--- src/rtl/irq_prio_pkg.sv ---
package irq_prio_pkg;

  localparam int unsigned N_LEVELS = 8;
  localparam int unsigned LVL_W    = $clog2(N_LEVELS);
  localparam int unsigned BASE_W   = 8 - LVL_W;

  // bit positions in address-0 writes
  localparam int unsigned B_SETUP   = 4;
  localparam int unsigned B_RDCTL   = 3;
  localparam int unsigned B_SINGLE  = 1;
  localparam int unsigned B_NEEDMD  = 0;
  localparam int unsigned B_SMASK   = 6;
  localparam int unsigned B_POLL    = 2;
  localparam int unsigned B_RSEL_EN = 1;
  localparam int unsigned B_RSEL    = 0;

  // bit positions in the mode word that request unsupported modes
  localparam int unsigned B_M_AUTO  = 1;
  localparam int unsigned B_M_BUF   = 3;
  localparam int unsigned B_M_NEST  = 4;

  typedef enum logic [1:0] {
    ST_UNCONF   = 2'd0,
    ST_WAIT_VEC = 2'd1,
    ST_WAIT_MD  = 2'd2,
    ST_READY    = 2'd3
  } setup_state_e;

  typedef enum logic [2:0] {
    OP_AUTO_CLR = 3'b000,
    OP_NS_EOI   = 3'b001,
    OP_NOP      = 3'b010,
    OP_SP_EOI   = 3'b011,
    OP_AUTO_SET = 3'b100,
    OP_NS_ROT   = 3'b101,
    OP_SET_LOW  = 3'b110,
    OP_SP_ROT   = 3'b111
  } cmd_op_e;

endpackage

--- src/rtl/irq_edge_capture.sv ---
module irq_edge_capture #(
  parameter int unsigned N      = 8,
  parameter int unsigned STAGES = 2
) (
  input  logic         clk,
  input  logic         rst,
  input  logic [N-1:0] async_in,
  output logic [N-1:0] rise
);

  for (genvar g = 0; g < N; g++) begin : g_line
    logic [STAGES-1:0] sh;
    logic              prev;

    always_ff @(posedge clk) begin
      if (rst) begin
        sh   <= '0;
        prev <= 1'b0;
      end else begin
        sh   <= {sh[STAGES-2:0], async_in[g]};
        prev <= sh[STAGES-1];
      end
    end

    assign rise[g] = sh[STAGES-1] & ~prev;

    // one edge yields one capture pulse
    a_r6_single_pulse: assert property (@(posedge clk) disable iff (rst)
      rise[g] |=> !rise[g]);
  end

endmodule

--- src/rtl/irq_prio_resolve.sv ---
module irq_prio_resolve #(
  parameter  int unsigned N = 8,
  localparam int unsigned W = $clog2(N)
) (
  input  logic [N-1:0] req,
  input  logic [W-1:0] low_ptr,
  output logic         found,
  output logic [W-1:0] level,
  output logic [W-1:0] rank
);

  // rank 0 is the level just above the pointer; scan from the weakest
  // so that the strongest set level is written last
  always_comb begin : p_scan
    logic [W-1:0] idx;
    found = 1'b0;
    level = '0;
    rank  = '0;
    idx   = '0;
    for (int i = N - 1; i >= 0; i--) begin
      idx = low_ptr + W'(1) + W'(i);
      if (req[idx]) begin
        found = 1'b1;
        level = idx;
        rank  = W'(i);
      end
    end
  end

endmodule

--- src/rtl/irq_cmd_ctrl.sv ---
module irq_cmd_ctrl
  import irq_prio_pkg::*;
(
  input  logic                clk,
  input  logic                rst,
  input  logic                reg_addr,
  input  logic                reg_wr,
  input  logic                reg_rd,
  input  logic [7:0]          reg_wdata,
  input  logic                svc_found,
  input  logic [LVL_W-1:0]    svc_level,
  output logic                ready,
  output logic [N_LEVELS-1:0] mask,
  output logic [LVL_W-1:0]    low_ptr,
  output logic                rsel_isr,
  output logic                poll,
  output logic [BASE_W-1:0]   vec_base,
  output logic [N_LEVELS-1:0] isr_clr,
  output logic                err
);

  setup_state_e state;
  logic         single_q;
  logic         need_md_q;
  cmd_op_e      op;
  logic         wr_cmd0;
  logic         wr_op;
  logic         bad_mode;
  logic [LVL_W-1:0] arg_lvl;

  assign op       = cmd_op_e'(reg_wdata[7:5]);
  assign arg_lvl  = reg_wdata[LVL_W-1:0];
  assign wr_cmd0  = reg_wr && !reg_addr;
  assign wr_op    = wr_cmd0 && !reg_wdata[B_SETUP] && !reg_wdata[B_RDCTL];
  assign bad_mode = reg_wdata[B_M_AUTO] | reg_wdata[B_M_BUF] | reg_wdata[B_M_NEST];
  assign ready    = (state == ST_READY);

  // in-service clear vector for the end-of-interrupt commands
  always_comb begin
    isr_clr = '0;
    if (wr_op) begin
      unique case (op)
        OP_NS_EOI, OP_NS_ROT: if (svc_found) isr_clr[svc_level] = 1'b1;
        OP_SP_EOI, OP_SP_ROT: isr_clr[arg_lvl] = 1'b1;
        default: ;
      endcase
    end
  end

  always_ff @(posedge clk) begin
    if (rst) begin
      state     <= ST_UNCONF;
      single_q  <= 1'b0;
      need_md_q <= 1'b0;
      mask      <= '0;
      low_ptr   <= '1;
      rsel_isr  <= 1'b0;
      poll      <= 1'b0;
      vec_base  <= '0;
      err       <= 1'b0;
    end else begin
      if (reg_rd && !reg_addr && poll) poll <= 1'b0;
      if (wr_cmd0) begin
        if (reg_wdata[B_SETUP]) begin
          state     <= ST_WAIT_VEC;
          single_q  <= reg_wdata[B_SINGLE];
          need_md_q <= reg_wdata[B_NEEDMD];
          rsel_isr  <= 1'b0;
          poll      <= 1'b0;
          low_ptr   <= '1;
        end else if (reg_wdata[B_RDCTL]) begin
          if (reg_wdata[B_SMASK])       err      <= 1'b1;
          else if (reg_wdata[B_POLL])   poll     <= 1'b1;
          else if (reg_wdata[B_RSEL_EN]) rsel_isr <= reg_wdata[B_RSEL];
        end else begin
          unique case (op)
            OP_AUTO_CLR, OP_AUTO_SET: err <= 1'b1;
            OP_NS_ROT:  if (svc_found) low_ptr <= svc_level;
            OP_SP_ROT, OP_SET_LOW: low_ptr <= arg_lvl;
            default: ;
          endcase
        end
      end else if (reg_wr) begin
        unique case (state)
          ST_WAIT_VEC: begin
            vec_base <= reg_wdata[7:LVL_W];
            if (!single_q) begin
              state <= ST_UNCONF;
              err   <= 1'b1;
            end else begin
              state <= need_md_q ? ST_WAIT_MD : ST_READY;
            end
          end
          ST_WAIT_MD: begin
            if (bad_mode) err   <= 1'b1;
            else          state <= ST_READY;
          end
          ST_READY: mask <= reg_wdata;
          default: ;
        endcase
      end
    end
  end

  a_r1_setup_restart: assert property (@(posedge clk) disable iff (rst)
    (reg_wr && !reg_addr && reg_wdata[B_SETUP]) |=>
      (state == ST_WAIT_VEC) && (low_ptr == '1) && !poll && !rsel_isr);

  a_r3_cascade_reject: assert property (@(posedge clk) disable iff (rst)
    (reg_wr && reg_addr && state == ST_WAIT_VEC && !single_q) |=>
      (state == ST_UNCONF) && err);

  a_r4_mode_stays: assert property (@(posedge clk) disable iff (rst)
    (reg_wr && reg_addr && state == ST_WAIT_MD && bad_mode) |=>
      (state == ST_WAIT_MD) && err);

  a_r11_poll_once: assert property (@(posedge clk) disable iff (rst)
    (reg_rd && !reg_addr && poll && !reg_wr) |=> !poll);

  a_r12_err_sticky: assert property (@(posedge clk) disable iff (rst)
    err |=> err);

  a_r12_bad_op_keeps_ptr: assert property (@(posedge clk) disable iff (rst)
    (wr_op && (op == OP_AUTO_CLR || op == OP_AUTO_SET)) |=> $stable(low_ptr));

endmodule

--- src/rtl/irq_prio_ctrl.sv ---
module irq_prio_ctrl
  import irq_prio_pkg::*;
#(
  parameter int unsigned SYNC_STAGES = 2
) (
  input  logic       clk,
  input  logic       rst,
  input  logic       reg_addr,
  input  logic       reg_wr,
  input  logic       reg_rd,
  input  logic [7:0] reg_wdata,
  output logic [7:0] reg_rdata,
  input  logic [7:0] irq_req,
  output logic       int_valid,
  input  logic       int_ready,
  output logic [7:0] int_vector,
  output logic       cmd_err
);

  logic [N_LEVELS-1:0] irr, isr, mask, rise, cap, isr_clr, ack_vec, pend;
  logic [LVL_W-1:0]    low_ptr, pend_level, pend_rank, svc_level, svc_rank;
  logic [BASE_W-1:0]   vec_base;
  logic                ready, rsel_isr, poll, pend_found, svc_found, accept;

  irq_edge_capture #(.N(N_LEVELS), .STAGES(SYNC_STAGES)) u_capture (
    .clk      (clk),
    .rst      (rst),
    .async_in (irq_req),
    .rise     (rise)
  );

  irq_cmd_ctrl u_ctrl (
    .clk       (clk),
    .rst       (rst),
    .reg_addr  (reg_addr),
    .reg_wr    (reg_wr),
    .reg_rd    (reg_rd),
    .reg_wdata (reg_wdata),
    .svc_found (svc_found),
    .svc_level (svc_level),
    .ready     (ready),
    .mask      (mask),
    .low_ptr   (low_ptr),
    .rsel_isr  (rsel_isr),
    .poll      (poll),
    .vec_base  (vec_base),
    .isr_clr   (isr_clr),
    .err       (cmd_err)
  );

  assign pend = irr & ~mask;

  irq_prio_resolve #(.N(N_LEVELS)) u_pend_pick (
    .req     (pend),
    .low_ptr (low_ptr),
    .found   (pend_found),
    .level   (pend_level),
    .rank    (pend_rank)
  );

  irq_prio_resolve #(.N(N_LEVELS)) u_svc_pick (
    .req     (isr),
    .low_ptr (low_ptr),
    .found   (svc_found),
    .level   (svc_level),
    .rank    (svc_rank)
  );

  assign int_valid  = pend_found && (!svc_found || pend_rank < svc_rank);
  assign int_vector = {vec_base, pend_level};
  assign accept     = int_valid && int_ready;
  assign ack_vec    = accept ? (N_LEVELS'(1) << pend_level) : '0;
  assign cap        = rise & ~mask & {N_LEVELS{ready}};

  always_ff @(posedge clk) begin
    if (rst) begin
      irr <= '0;
      isr <= '0;
    end else begin
      irr <= (irr & ~ack_vec) | cap;
      isr <= (isr & ~isr_clr) | ack_vec;
    end
  end

  always_comb begin
    if (reg_addr)      reg_rdata = mask;
    else if (poll)     reg_rdata = svc_found ? {1'b1, {(BASE_W-1){1'b0}}, svc_level} : 8'h00;
    else if (rsel_isr) reg_rdata = isr;
    else               reg_rdata = irr;
  end

  a_r7_vector_pending: assert property (@(posedge clk) disable iff (rst)
    int_valid |-> irr[int_vector[LVL_W-1:0]] && !mask[int_vector[LVL_W-1:0]]);

  a_r7_ack_in_service: assert property (@(posedge clk) disable iff (rst)
    (int_valid && int_ready) |=> isr[$past(int_vector[LVL_W-1:0])]);

  a_r6_no_capture_unready: assert property (@(posedge clk) disable iff (rst)
    (!ready && irr == '0) |=> irr == '0);

  a_r11_poll_flag: assert property (@(posedge clk) disable iff (rst)
    (!reg_addr && poll) |-> (reg_rdata[7] == svc_found));

endmodule

--- config.mk ---
export PLATFORM = sky130hd
export DESIGN_NAME = irq_prio_ctrl
export DESIGN_NICKNAME = d
export VERILOG_FILES = /design/src/rtl/irq_prio_pkg.sv /design/src/rtl/irq_edge_capture.sv /design/src/rtl/irq_prio_resolve.sv /design/src/rtl/irq_cmd_ctrl.sv /design/src/rtl/irq_prio_ctrl.sv
export SDC_FILE = /design/constraint.sdc
export NUM_CORES = 1
export LEC_CHECK = 0
export BUFFER_PORTS_ARGS = -buffer_cell sky130_fd_sc_hd__buf_2
export CAP_MARGIN = 20
export CORE_MARGIN = 10
export CORE_UTILIZATION = 44
export CTS_CLUSTER_SIZE = 8
export DETAILED_ROUTE_END_ITERATION = 7
export RECOVER_POWER = 100
export SYNTH_ARGS = -nofsm -noshare
export SYNTH_HDL_FRONTEND = slang
export SYNTH_SLANG_ARGS = --single-unit
export TNS_END_PERCENT = 10
--- constraint.sdc ---
create_clock -name clk -period 5.7 [get_ports clk]
set_clock_uncertainty 0.15 [all_clocks]
set_input_delay 1.14 -clock clk [delete_from_list [all_inputs] [get_ports clk]]
set_output_delay 1.14 -clock clk [all_outputs]
set_load 0.02 [all_outputs]
# After elaboration in Yosys (flattened, before gate mapping)
# Cells that the tools add are included.
[totals] reg_bits=63 in_bits=22 out_inout_bits=18 word_cells=252
[classes] n_addsub=8 n_lt_le_gt_ge=13 eq_ne=20 n_shift=1 muxes=123 n_bitwise=29 n_reduce_logical=31
[ops] cell="3-bit two-way mux" count=35
[ops] cell="8-bit two-way mux" count=7
[ops] cell="1-bit two-way mux" count=54
[ops] cell="1-bit binary-select mux with 3-bit select" count=16
[ops] cell="8-bit bitwise AND" count=5
[ops] cell="3-bit by 4-bit < comparator with 1-bit output, second input constant" count=10
[ops] cell="8-bit inverter" count=3
[ops] cell="8-bit OR" count=2
[ops] cell="8-bit one-hot mux with 2 select lines" count=1
[ops] cell="3-bit adder, second input constant" count=4
[ops] cell="3-bit equality test, second input constant" count=4
[ops] cell="3-bit inequality test, second input constant" count=4
[ops] cell="2-bit two-way mux" count=5
[ops] cell="1-bit logical AND" count=9
[ops] cell="1-bit inverter" count=9
[ops] cell="1-bit bitwise AND" count=8
[ops] cell="4-bit AND reduction" count=2
[ops] cell="2-bit OR reduction" count=4
[ops] cell="1-bit by 3-bit left shift with 8-bit output, first input constant" count=1
[ops] cell="7-bit AND reduction" count=1
[ops] cell="3-bit by 1-bit adder with 3-bit output, second input constant" count=2
[ops] cell="3-bit by 2-bit adder with 3-bit output, second input constant" count=2
[ops] cell="1-bit demux with 3-bit select" count=2
[ops] cell="3-bit by 1-bit >= comparator with 1-bit output, second input constant" count=2
[ops] cell="21 further kinds" count=33

# Logic depth before layout (Yosys ltp)
# Gate-level depths: netlist of run 1.
[depth] word_depth=22 ltp_mapped=18 ltp_nobuf=15

# Cells and area by module
# A second synthesis of run 1 with hierarchy kept.
[hier_totals] cells_unflattened=592 area_unflattened_um2=5148.7
[by_module_without_submodules] mod="irq_prio_resolve" n_inst=2 cells_per_inst=118 area_per_inst_um2=1019.7 seq_area_each_um2=0.0
[by_module_without_submodules] mod="irq_cmd_ctrl" n_inst=1 cells_per_inst=155 area_per_inst_um2=1307.5 seq_area_each_um2=460.4
[by_module_without_submodules] mod="irq_prio_ctrl" n_inst=1 cells_per_inst=143 area_per_inst_um2=1058.5 seq_area_each_um2=320.3
[by_module_without_submodules] mod="irq_edge_capture" n_inst=1 cells_per_inst=58 area_per_inst_um2=743.2 seq_area_each_um2=480.5

# Worst setup path after synthesis of run 1
# Ideal clock, no wire load.
[synth_path] path_type="register to output" from="register u_ctrl.low_ptr[0]" to="output port int_valid" arrival_ns=3.929 required_time_ns=4.410 path_slack_ns=0.481 path_stages_with_launch=18 path_buffers=3 cell_sequence="dfxtp_1 > inv_2 > clkbuf_1 > ha_1 > buf_4 > buf_2 > and2_1 > a22oi_1 > nand3_1 > a21boi_0 > nor2_1 > o311a_1 > ha_1 > o21a_1 > nor2_1 > a21oi_1 > o211a_1 > a211oi_1"
[synth_between] elab_chain_len=15 word_cells_on_any_way=76 cone_classes="8 x add/sub; 1 x order compare; 64 x mux; 3 x reduce/logical"
[synth_rtl] item="from (decl)" line_no="irq_cmd_ctrl.sv:14" text="output logic [LVL_W-1:0] low_ptr,"
[synth_rtl] item="from (signal assigned)" line_no="irq_cmd_ctrl.sv:78" text="OP_NS_ROT: if (svc_found) low_ptr <= svc_level;"
[synth_rtl] item="from (signal assigned)" line_no="irq_cmd_ctrl.sv:79" text="OP_SP_ROT, OP_SET_LOW: low_ptr <= arg_lvl;"
[synth_rtl] item="3-bit by 1-bit adder with 3-bit output (*)" line_no="irq_prio_resolve.sv:21" text="idx = low_ptr + W'(1) + W'(i);"
[synth_rtl] item="3-bit adder" line_no="irq_prio_resolve.sv:21"
[synth_rtl] item="1-bit binary-select mux with 3-bit select" line_no="irq_prio_resolve.sv:22" text="if (req[idx]) begin"
[synth_rtl] item="1-bit two-way mux (implied by the code)" line_no="irq_prio_resolve.sv:22"
[synth_rtl] item="3-bit two-way mux or 1-bit two-way mux (tied branches) (8 in a row)" line_no="irq_prio_resolve.sv:22"
[synth_rtl] item="3-bit < comparator or 1-bit zero test (tied branches)" line_no="irq_prio_ctrl.sv:69" text="assign int_valid = pend_found && (!svc_found || pend_rank < svc_rank);"
[synth_rtl] item="1-bit logical OR" line_no="irq_prio_ctrl.sv:69"
[synth_rtl] item="1-bit logical AND (*)" line_no="irq_prio_ctrl.sv:69"
[synth_rtl] item="to (decl)" line_no="irq_prio_ctrl.sv:14" text="output logic int_valid,"
# Mark *: on every way between the ends. The rest lies on a longest branch, timed or not. The select of a mux whose other input is x is not followed.

# Final worst setup path of run 1
# Ends and elaborated chain as after synthesis.

==> flow_summary.ini, run 1 <==
[status]
outcome = complete, but fails checks
violations = max-capacitance violations, max-slew violations

[setup_path]
cp_max_fo = 16
required_ns = 4.41
ff2ff_path_depth = 14
worstSetupPathType = flip-flop to output port
start_kind = flip-flop
endpoint_kind = output port
crit_arrival_ns = 4.03

[logic_synthesis]
syn_inst = 586
syn-cell-area_um2 = 4932
yosys_warnings = 0
synth_area_per_cell_um2 = 8.417
synth_area_leaders = dfxtp_1 26%, mux4_2 9.1%, mux2i_1 6.9%
synth_top_area_share_pct = 25.57
ys_types = 74
ys_ff_latch = 63
synth_edf_count = 0
yosysTopAreaCell = dfxtp_1
synth_ff_type = dfxtp_1
seq_area_frac_synth_pct = 25.57
ys_async_sr_fraction_pct = 0
synth_fp_nets = 615

[sta]
relSlewSlack_pct = -53.17
setup_viol = 0
slew_viol_final = 56
fin_crit_sh_pct = 93.39
rsz0062_at_grt = false
min_period_ns = 5.323
fin_ws_ns = 0.3769
worst_pin_slew_ns = 2.298
max_freq_ghz = 0.1879
hold_viol = 0
fin_setup_tns_ns = 0

[job]
cap_viol_max_count = 1

[grt]
grt_pass1_wl_um = 23710
grt_pass1_vias = 4486
antenna_found_initial = 0
overflow = 0
grt_max_degree = 56
grt_usage_pct = 17.98

[power_and_ir_drop]
p_leak_nw = 2.096
power.total_mw = 1.349
powerDensity_nw_per_um2 = 250.9
ir_drop_uv = 268.0

[cts]
cts_sinks = 63
cts.path.max_buffers = 2
numCtsBuffers = 9
htreeDepth = 3
insertion_delay_ns = 0.35
hold_buffers = 0
clk_pin_slew_ns = 0.07
cts_tree = yes
cts_root_buf = clkbuf_8

[drt]
post_drt_wl_per_cell_um = 19.54
via_per_inst = 6.282
remaining_drc_errors = 0
route.vias.total = 4699
drt-total-wl_um = 14620
ant_nets = 0
dr.pass1.iters = 5
first_iter_violations = 549

[place]
gp_congestion = 0.9791
io_buffers = 39
hpwl_um = 10900
dp.cells = 733
dp_slack_ns = 0.5562
postPlaceCellArea_um2 = 5199

[finish]
drive_above_1_share_pct = 15.79
fin_cells = 748
final_cell_mix = 65 x nor2_1, 63 x dfxtp_1, 44 x nor2b_1
final_common_cell = nor2_1
antenna_cells = 0
final_area_um2 = 5378
final_nets = 633
area_delta_synth_final_pct = 9.031

[floorplan]
die_w_um = 125.9
num_rows = 38
initial_utilization_pct = 45.30
io-pin-count = 40
die_y_um = 125.9
core_region_area_um2 = 10890
die_area_um2 = 15840

[worst_hold_path]
worstHoldPathType = flip-flop to flip-flop
whs_path_depth = 1
## path summary, 6_finish.rpt
kind                             start                         to  slack (ns)
max                  u_ctrl.low_ptr[0]                  int_valid        0.38
min          u_capture.g_line[6].sh[0]  u_capture.g_line[6].sh[1]        0.28
max reg2reg          u_ctrl.low_ptr[0]                     irr[4]        0.69
min reg2reg  u_capture.g_line[6].sh[0]  u_capture.g_line[6].sh[1]        0.28
## cells by family after synthesis
| kind of cell | Yosys count | synth area share (%) |
|---|---|---|
| AND/OR/NAND/NOR | 231 | 24.40 |
| AO/OA/AOI/OAI | 155 | 23.11 |
| multiplexers | 64 | 18.49 |
| flip-flops | 63 | 25.57 |
| buffers and inverters | 60 | 4.998 |
| adder cells (fa/ha/maj) | 7 | 1.776 |
| XOR/XNOR | 6 | 1.649 |
## registers in the layout, indices dropped and copies added, names as in the netlist
signal,cells
u_ctrl.err,1
u_ctrl.low_ptr,3
irr,8
u_ctrl.vec_base,5
u_ctrl.state,2
u_capture.g_line.prev,8
u_ctrl.mask,8
u_ctrl.need_md_q,1
u_ctrl.poll,1
isr,8
u_ctrl.rsel_isr,1
u_capture.g_line.sh,16
u_ctrl.single_q,1
## synthesized netlist by cell type (8+ instances only)
| master | instances |
|---|---|
| nor2_1 | 65 |
| dfxtp_1 | 63 |
| nor2b_1 | 44 |
| nand2_1 | 38 |
| mux2i_1 | 34 |
| clkbuf_1 | 30 |
| a21oi_1 | 28 |
| mux4_2 | 20 |
| o21ai_0 | 20 |
| nand3_1 | 19 |
| inv_1 | 16 |
| nand2b_1 | 16 |
| nor3_1 | 13 |
| a31oi_1 | 11 |
| a22oi_1 | 9 |
| a211oi_1 | 8 |
## area by class of cell
| class | count | area [µm²] |
|---|---|---|
| clock buffers | 10 | 137.6 |
| clock inverters | 5 | 58.81 |
| fillers | 1061 | 5510 |
| inverters | 18 | 67.56 |
| multi-input cells | 463 | 3426 |
| flip-flops and latches | 63 | 1261 |
| well taps | 140 | 175.2 |
| repair buffers | 49 | 251.5 |
## metal layers
layer,global-route usage [%],part of all wire [%],vias to the layer above
li1,-,-,2231
met1,23.38,45,2228
met2,28.64,46,205
met3,2.727,6.6,35
met4,8.305,3.2,0
met5,0,0,-
## what timing repair did
item / CTS / global route
resized for setup: 0 / 4
endpoints found under the setup margin: 0 / 1
buffers inserted: 0 / 0
## where the power goes
part	total, mW	internal, mW	switching, mW
Clock	0.387	0.211	0.176
Combinational	0.460	0.193	0.266
Sequential	0.502	0.459	0.0433
Total	1.35	0.864	0.486
## metrics by stage
stage / utilization [%] / hold WS, ns
2_1_floorplan: - / 0.2638
3_3_place_gp: 47.75 / 0.2684
3_5_place_dp: 47.75 / 0.2747
4_1_cts: 49.55 / 0.2912
5_1_grt: 49.39 / 0.3095
6_report: 49.39 / 0.2847
## worst max-delay path: stages, from the launching register on
cell and delay, ns:
dfxtp_1 0.34, inv_1 0.07, ha_2 0.57, buf_4 0.29
xor3_1 0.36, mux2i_1 0.41, nand3_1 0.14, o21ba_2 0.31
nand2b_1 0.12, ha_1 0.24, o21a_1 0.11, nor2_1 0.08
a21oi_1 0.07, o211a_1 0.20, a211oi_1 0.17, clkbuf_2 0.20
Power figures use the tool's default switching activity.
==> inputs of run 2 (changes only) <==
SYNTH_HIERARCHICAL = 1   (was unset)
==> run 2 against run 1 <==
The run still ends with max-capacitance violations, max-slew violations left; highest routed layer unchanged; final cell count increased by 2.3%; synthesized cell count grew 1.0%; combinational power decreased by 45%; global-route usage is 1.3 points lower.
==> flow_summary.ini, run 2 <==
[floorplan]
core_region_area_um2 = 11420
die_y_um = 128.2
initial_utilization_pct = 45.09
die_w_um = 128.2
die_area_um2 = 16430
num_rows = 39
io-pin-count = 40

[sta]
setup_viol = 0
hold_viol = 0
min_period_ns = 5.399
worst_pin_slew_ns = 1.903
fin_crit_sh_pct = 94.71
rsz0062_at_grt = false
timing.hold.ws_ns = 0.2777
relSlewSlack_pct = -26.87
fin_setup_tns_ns = 0
slew_viol_final = 41
max_freq_ghz = 0.1852

[status]
violations = max-capacitance violations, max-slew violations
outcome = complete, but fails checks

[drt]
remaining_drc_errors = 0
route.vias.total = 4621
first_iter_violations = 504
drt-total-wl_um = 13830
via_per_inst = 6.041
ant_nets = 0
dr.pass1.iters = 6
post_drt_wl_per_cell_um = 18.07

[setup_path]
endpoint_kind = output port
max_stage_delay_ns = 0.63
critPathSlowestCell = ha_1
cp_cell_sequence = inv_1 > ha_1 > mux4_2 > mux2_4 > mux2_4 > a2111oi_2 > o31a_1 > a31oi_1 > o21ai_0 > clkbuf_2
start_kind = flip-flop
cp_common_cell = mux2_4
worstSetupPathType = flip-flop to output port
cp_max_fo = 13
crit_family = compound AO/OA/AOI/OAI gates
path_buf_inv = 2
crit_arrival_ns = 4.11
required_ns = 4.41

[logic_synthesis]
yosys_warnings = 6
seq_area_frac_synth_pct = 24.50
synth_area_leaders = dfxtp_1 24%, mux4_2 7.9%, mux2i_1 7.0%
synth_ff_type = dfxtp_1
synth.most_common_cell = nor2_1
synth_fp_nets = 620
synth_edf_count = 0
syn-cell-area_um2 = 5149
synth_top_area_share_pct = 24.50
yosysTopAreaCell = dfxtp_1
synth_area_per_cell_um2 = 8.697
ys_async_sr_fraction_pct = 0
ys_ff_latch = 63
synth_commonest_cells = 68 x nor2_1, 63 x dfxtp_1, 53 x nand2_1
syn_inst = 592
ys_types = 72

[cts]
ctsResizeCount = 0
cts_tree = yes
insertion_delay_ns = 0.33
hold_buffers = 0
cts_sinks = 63
post_cts_buffers = 0
cts.path.max_buffers = 2
clk_pin_slew_ns = 0.06
cts_root_buf = clkbuf_16
htreeDepth = 3
numCtsBuffers = 9

[finish]
final_nets = 645
fin_cells = 765
top_register = u_capture/g_line.sh
antenna_cells = 0
finish.utilization_pct = 49.27
final_common_cell = nor2_1
fillCellCount = 1131
final_cell_mix = 68 x nor2_1, 62 x dfxtp_1, 53 x nand2_1
regArea_um2 = 1262
drive_above_1_share_pct = 20.90
largest_reg_flops = 16
area_delta_synth_final_pct = 9.259
multi_input_area_um2 = 3566

[worst_hold_path]
worstHoldPathType = flip-flop to flip-flop

[power_and_ir_drop]
ir_drop_uv = 250.4
powerDensity_nw_per_um2 = 216.9
p_leak_nw = 2.210

[grt]
antenna_found_initial = 0
grt_max_degree = 41
grt_usage_pct = 16.69
overflow = 0
grt_pass1_vias = 4360
grt_pass1_wl_um = 22520

[place]
hpwl_um = 10320
gp_congestion = 0.8739
io_buffers = 39
dp.cells = 749

[job]
cap_viol_max_count = 1
==> run 2: metrics by stage <==
step	worst slack, ns	power [mW]	instance area, µm²
3_3_place_gp	0.7763	0.7208	5409
3_5_place_dp	0.7314	0.7241	5409
5_1_grt	0.04090	1.276	5625
4_1_cts	0.3559	1.236	5690
6_report	0.3013	1.220	5625
2_1_floorplan	0.8083	0.6674	5149
==> run 2: area by class of cell <==
type                            instances  share of cell area, %
Clock buffer                            9                  4.004
Clock inverter                          7                  1.001
Inverter                               18                  1.246
Multi-Input combinational cell        472                  63.39
Sequential cell                        63                  22.44
Tap cell                              143                  3.181
Timing Repair Buffer                   53                  4.738
==> run 2: final timing paths <==
| check | startpoint | to | slack, ns | cells past startpoint |
|---|---|---|---|---|
| worst max-delay path | u_ctrl/low_ptr[0] | reg_rdata[1] | 0.30 | 10 |
| worst min-delay path | u_capture/g_line[6].sh[0] | u_capture/g_line[6].sh[1] | 0.28 | 1 |
| worst max register to register | u_ctrl/low_ptr[0] | isr[7] | 1.31 | 14 |
| worst min register to register | u_capture/g_line[6].sh[0] | u_capture/g_line[6].sh[1] | 0.28 | 1 |
==> run 2: routing by layer <==
layer	global-route usage [%]	vias up	part of all wire, %
met5	0	-	0
met4	4.834	0	1.6
met3	3.888	19	5.1
met2	26.43	157	47
met1	22.08	2211	46
li1	-	2234	-
==> run 2: logic make-up (layout without fill, tap and decap cells) <==
logic type | count (synthesis) | after routing | share of synthesized area [%]
multiplexers | 78 | 78 | 20.41
AO/OA/AOI/OAI | 132 | 132 | 19.71
buffers and inverters | 57 | 87 | 5.638
AND/OR/NAND/NOR | 248 | 248 | 25.81
XOR/XNOR | 8 | 8 | 2.479
adder cells (fa/ha/maj) | 6 | 6 | 1.458
flip-flops | 63 | 63 | 24.50
==> run 2: worst register-to-register path, stage by stage (launching register included) <==
cell and delay (ns):
dfxtp_2 0.47, inv_1 0.15, ha_1 0.63, xor3_1 0.61, mux2i_1 0.35, o21ai_0 0.15
a31o_2 0.25, a311oi_1 0.47, clkbuf_1 0.21, and4b_1 0.30, nand3_1 0.10, a21oi_1 0.16
nor2_1 0.06, nand2_1 0.14, o31ai_1 0.07
==> run 2: report_power, final <==
part | total, mW | switching, mW | internal [mW]
clock network | 0.507 | 0.209 | 0.298
registers | 0.462 | 0.0104 | 0.451
logic | 0.251 | 0.151 | 0.100
